==> src/rtl/amp_fault_pkg.sv <==
package amp_fault_pkg;

    typedef enum logic [2:0] {
        ST_RUN,
        ST_SHUTDOWN,
        ST_COOLDOWN,
        ST_HICCUP,
        ST_WINDOW_HOLD
    } mgr_state_t;

    // request vector bit order is priority order, bit 0 highest
    localparam int NUM_CAUSES = 7;
    localparam int CAUSE_W    = $clog2(NUM_CAUSES + 1);

    localparam int REQ_TEMP   = 0;
    localparam int REQ_HIGH   = 1;
    localparam int REQ_LOW    = 2;
    localparam int REQ_SKEW   = 3;
    localparam int REQ_SHORT  = 4;
    localparam int REQ_OCP    = 5;
    localparam int REQ_WINDOW = 6;

endpackage

==> src/rtl/ms_delay_timer.sv <==
module ms_delay_timer #(
    parameter int LIMIT = 100
) (
    input  logic clk,
    input  logic rst_n,
    input  logic hold_zero,
    input  logic tick_ms,
    output logic expired
);
    localparam int CW = $clog2(LIMIT + 1);

    logic [CW-1:0] cnt_q;

    always_ff @(posedge clk or negedge rst_n) begin
        if (!rst_n)
            cnt_q <= '0;
        else if (hold_zero)
            cnt_q <= '0;
        else if (tick_ms && cnt_q != CW'(LIMIT))
            cnt_q <= cnt_q + 1'b1;
    end

    assign expired = (cnt_q == CW'(LIMIT));
endmodule

==> src/rtl/ilim_qualifier.sv <==
module ilim_qualifier #(
    parameter int TAU_MS = 20
) (
    input  logic clk,
    input  logic rst_n,
    input  logic ilim_active,
    input  logic running,
    input  logic tick_ms,
    output logic trip
);
    localparam int CW = $clog2(TAU_MS + 1);

    logic [CW-1:0] cnt_q;

    always_ff @(posedge clk or negedge rst_n) begin
        if (!rst_n)
            cnt_q <= '0;
        else if (!ilim_active || !running)
            cnt_q <= '0;
        else if (tick_ms && cnt_q != CW'(TAU_MS))
            cnt_q <= cnt_q + 1'b1;
    end

    assign trip = ilim_active && (cnt_q == CW'(TAU_MS));
endmodule

==> src/rtl/fault_prio_enc.sv <==
module fault_prio_enc #(
    parameter int N = 7,
    parameter int W = 3
) (
    input  logic [N-1:0] req,
    output logic [W-1:0] code
);
    always_comb begin
        code = '0;
        for (int i = N - 1; i >= 0; i--) begin
            if (req[i])
                code = W'(i + 1);
        end
    end
endmodule

==> src/rtl/amp_fault_mgr.sv <==
module amp_fault_mgr
    import amp_fault_pkg::*;
#(
    parameter int RESTART_MS = 100,
    parameter int OCP_TAU_MS = 20
) (
    input  logic               clk,
    input  logic               rst_n,
    input  logic               tick_ms,
    input  logic               startup_check,
    input  logic               over_temp,
    input  logic               supply_low,
    input  logic               supply_high,
    input  logic               supply_skew,
    input  logic               ilim_active,
    input  logic               load_short,
    input  logic               window_bad,
    output logic               fault_hold,
    output logic               ilim_status,
    output logic [CAUSE_W-1:0] fault_cause,
    output logic               restart_pulse
);
    mgr_state_t           state_q, state_d;
    logic [CAUSE_W-1:0]   cause_q;
    logic                 pulse_q;
    logic                 load_cause;
    logic [NUM_CAUSES-1:0] req_v;
    logic [CAUSE_W-1:0]   req_code;
    logic [3:0]           level_v;
    logic                 level_any;
    logic                 ocp_trip;
    logic                 delay_done;
    logic                 timer_idle;

    assign level_v   = {supply_skew, supply_low, supply_high, over_temp};
    assign level_any = |level_v;
    assign timer_idle = !(state_q == ST_COOLDOWN || state_q == ST_HICCUP);

    ms_delay_timer #(.LIMIT(RESTART_MS)) u_delay (
        .clk       (clk),
        .rst_n     (rst_n),
        .hold_zero (timer_idle),
        .tick_ms   (tick_ms),
        .expired   (delay_done)
    );

    ilim_qualifier #(.TAU_MS(OCP_TAU_MS)) u_ilim (
        .clk         (clk),
        .rst_n       (rst_n),
        .ilim_active (ilim_active),
        .running     (state_q == ST_RUN),
        .tick_ms     (tick_ms),
        .trip        (ocp_trip)
    );

    fault_prio_enc #(.N(NUM_CAUSES), .W(CAUSE_W)) u_enc (
        .req  (req_v),
        .code (req_code)
    );

    // next-state and cause selection
    always_comb begin
        state_d    = state_q;
        load_cause = 1'b0;
        req_v      = {3'b000, level_v};
        unique case (state_q)
            ST_RUN: begin
                req_v = {startup_check & window_bad, ocp_trip, load_short, level_v};
                load_cause = |req_v;
                if (level_any)
                    state_d = ST_SHUTDOWN;
                else if (load_short || ocp_trip)
                    state_d = ST_HICCUP;
                else if (startup_check && window_bad)
                    state_d = ST_WINDOW_HOLD;
            end
            ST_SHUTDOWN: begin
                if (!level_any)
                    state_d = ST_COOLDOWN;
            end
            ST_COOLDOWN: begin
                if (level_any) begin
                    state_d    = ST_SHUTDOWN;
                    load_cause = 1'b1;
                end else if (delay_done) begin
                    state_d = ST_RUN;
                end
            end
            ST_HICCUP: begin
                if (level_any) begin
                    state_d    = ST_SHUTDOWN;
                    load_cause = 1'b1;
                end else if (delay_done) begin
                    if (window_bad) begin
                        state_d    = ST_WINDOW_HOLD;
                        req_v      = 7'b100_0000;
                        load_cause = 1'b1;
                    end else begin
                        state_d = ST_RUN;
                    end
                end
            end
            ST_WINDOW_HOLD: begin
                if (level_any) begin
                    state_d    = ST_SHUTDOWN;
                    load_cause = 1'b1;
                end else if (!window_bad) begin
                    state_d = ST_RUN;
                end
            end
            default: state_d = ST_RUN;
        endcase
    end

    // state register
    always_ff @(posedge clk or negedge rst_n) begin
        if (!rst_n) begin
            state_q <= ST_RUN;
            cause_q <= '0;
            pulse_q <= 1'b0;
        end else begin
            state_q <= state_d;
            if (load_cause)
                cause_q <= req_code;
            pulse_q <= (state_q != ST_RUN) && (state_d == ST_RUN);
        end
    end

    // outputs
    always_comb begin
        fault_hold    = (state_q != ST_RUN);
        ilim_status   = ilim_active && (state_q == ST_RUN);
        fault_cause   = cause_q;
        restart_pulse = pulse_q;
    end
endmodule

==> config.mk <==
export PLATFORM = sky130hd
export DESIGN_NAME = amp_fault_mgr
export DESIGN_NICKNAME = d
export VERILOG_FILES = /design/src/rtl/amp_fault_pkg.sv /design/src/rtl/ms_delay_timer.sv /design/src/rtl/ilim_qualifier.sv /design/src/rtl/fault_prio_enc.sv /design/src/rtl/amp_fault_mgr.sv
export SDC_FILE = /design/constraint.sdc
export NUM_CORES = 1
export LEC_CHECK = 0
export BUFFER_PORTS_ARGS = -buffer_cell sky130_fd_sc_hd__buf_2
export CAP_MARGIN = 20
export CORE_ASPECT_RATIO = 0.8
export CORE_MARGIN = 2
export CORE_UTILIZATION = 55
export DETAILED_ROUTE_END_ITERATION = 10
export GPL_TIMING_DRIVEN = 0
export PLACE_DENSITY = 0.78
export SETUP_SLACK_MARGIN = 0.2
export SYNTH_ARGS = -nofsm -noshare
export SYNTH_HDL_FRONTEND = slang
export SYNTH_SLANG_ARGS = --single-unit
export TNS_END_PERCENT = 30
==> constraint.sdc <==
create_clock -name clk -period 2.9 [get_ports clk]
set_clock_uncertainty 0.2 [all_clocks]
set_input_delay 0.58 -clock clk [delete_from_list [all_inputs] [get_ports clk]]
set_output_delay 0.58 -clock clk [all_outputs]
set_load 0.01 [all_outputs]
==> metrics <==
antenna fix cells 0; Largest stage delay, worst path 0.61 ns; area post-placement 1230 sq um; first-pass GRT wire length 4.091 mm; GRT Overall Usage 0.2338; Port Buffer Count 15; drt wl/cell 14.08 um; Yosys top cell area share 0.4227; Leak 0.5455 nW; CP Capture Type primary output; setup TNS 0 ns; path category of the worst min-delay check in -> async; drt pass-1 iters 4; top cell type by total area after synthesis dfrtp_1; Via density between 5 and 6; synthesis-to-finish area growth 11.79%; normalized max-slew margin 0.5293; total of warnings raised by yosys 0; top post-synthesis cells by count dfrtp_1 (19), nor2_1 (13), inv_1 (9); Top Ports 17; CTS tree done; hold buffer count at CTS 0; CTS Buf Count 3; Syn Inst Count approximately 120; Placer Congestion 0.9365; VDD IR max 0.3877 mV; final wirelength 2.253 mm; failing checks hold timing; post-synthesis register bit count 19; Max Freq 418.7 MHz; Die Wd 54.56 um; # setup viols final 0; post-route cell area between 1000 and 1500 sq um; vias in the first global route 910; Clock transition at path regs between 0.1 and 0.15 ns; core box area 1909 sq um; critical path start-end classification reg -> out; Mapped Nets 132; Final nets between 150 and 200; Top FF cell, synth dfrtp_1; Startpoint Class register; largest net degree at the start of global routing 20; Post-DP HPWL 1.689 mm; post-CTS sizing 0; postcts setup bufs 0; Iter 0 DRT Violations 13; clk_lat worst skew 0.30 ns; crit path max-delay cell type nor3_1; status finished, violations left; via count 934; initial antenna violation count 0; worst path required time around 2.1 ns; initial core utilization 0.5891; DRC viols 0; Pwr Density 388.6 nW/um^2; Final Cycle Share 0.8236; pre-CTS WS 0.6341 ns; library cells used by synthesis 38; number of clock sinks 19; antenna-violating nets left 0; Hold Fails Final Rpt 11; layout cell share with drive strength beyond 1 0.2132; gr ovfl total 0; setup ws final a little over 0.5 ns; # Max-Cap Violations 0; die height approximately 44 um; CP arrival 1.61 ns; Die Area about 2400 sq um; hold slack final -0.01122 ns; sequential element share of the synthesized area 0.4227; Top Family by Delay on Critical Path simple AND/OR/NAND/NOR gates; cell area after synthesis 1125 sq um; crit-path max FO 6; Avg Cell Area, Syn 9.614 sq um; top-count cell post-synth dfrtp_1; number of synthesized flops with an enable pin 0; Longest Clk Path Bufs 2; placed cell count roughly 160; Finished Layout Cells 160; H-tree Lvls 1; CP cell instances nor3_1, inv_1, buf_2; Async S/R FF share, synth 1.000; post-route minimum period 2.389 ns; Worst-Margin Slew 0.7006 ns; WP buf/inv 2; # rows 14; RSZ-0062 raised after global routing no; Synth area leaders dfrtp_1 (42%), xor2_1 (5.5%), ha_1 (4.4%); Final Slew Violations 0; root buffer cell clkbuf_4
-- cells by family after synthesis --
family | count (synthesis) | synth area share
AOI/OAI and AO/OA | 24 | 0.1613
xor gates and xnor gates | 9 | 0.07008
adders and majority gates | 4 | 0.04450
buffers and inverters | 11 | 0.03781
DFF | 19 | 0.4227
muxes | 3 | 0.03560
and+or+nand+nor | 47 | 0.2280
-- worst paths after layout --
check	startpoint	end	slack (ns)	cells past startpoint
setup / recovery	state_q[0]	fault_hold	0.51	3
hold / removal	rst_n	state_q[0]	-0.01	1
setup reg to reg	u_delay.cnt_q[0]	fault_cause[2]	0.66	6
hold reg to reg	fault_cause[2]	fault_cause[2]	0.32	1
max in group asynchronous	rst_n	u_ilim.cnt_q[1]	2.20	1
min in group clk	fault_cause[2]	fault_cause[2]	0.32	1
-- cell type report --
| class | instances | area (sq um) |
|---|---|---|
| buffer | 2 | 8.758 |
| clock buffer | 3 | 22.52 |
| clock inverter | 1 | 5.005 |
| fill | 172 | 651.9 |
| inverter | 9 | 33.78 |
| multi-input combinational | 87 | 606.8 |
| sequential | 19 | 475.5 |
| tap | 24 | 30.03 |
| timing repair buffer | 15 | 75.07 |
-- cells in the final DEF, fill, tap and decap left out, drive strengths merged, types with 2 or more instances in the layout --
master / instances
o211ai: 2
buf: 16
o21ai: 3
nand2b: 2
nand4: 3
a21oi: 6
nand4b: 2
ha: 4
nor3: 3
nand2: 7
and3: 2
a31oi: 2
a2111oi: 2
dfrtp: 19
xnor2: 2
nor4: 4
inv: 9
clkbuf: 4
xor2: 7
nor2: 13
mux2: 2
a211oi: 2
or3: 2
nand3: 3
o221ai: 2
-- stage by stage --
step           power (mW)  utilization
5_1_grt            0.5134       0.6586
3_5_place_dp       0.3559       0.6442
4_1_cts            0.4901       0.6586
3_3_place_gp       0.3546       0.6442
2_1_floorplan      0.3241            -
6_report           0.4887       0.6586
-- report_power, final --
group	internal [mW]	leakage (nW)	switching [mW]	total [mW]
registers	0.275	0.254	0.00584	0.281
clock network	0.0514	0.0177	0.0867	0.138
logic	0.0317	0.274	0.0376	0.0693
-- flip-flops by register name, summed over array words and instances (netlist names) --
| name | count |
|---|---|
| fault_cause | 3 |
| state_q | 3 |
| u_ilim.cnt_q | 5 |
| u_delay.cnt_q | 7 |
| restart_pulse | 1 |
-- layer usage --
metal	wire length, um	global-route usage	vias up
met4	13	0.04000	0
li1	-	-	468
met2	1066	0.3711	12
met5	0	0	-
met3	69	0.07095	2
met1	1102	0.3191	452
(Power assumes the default switching activity.)
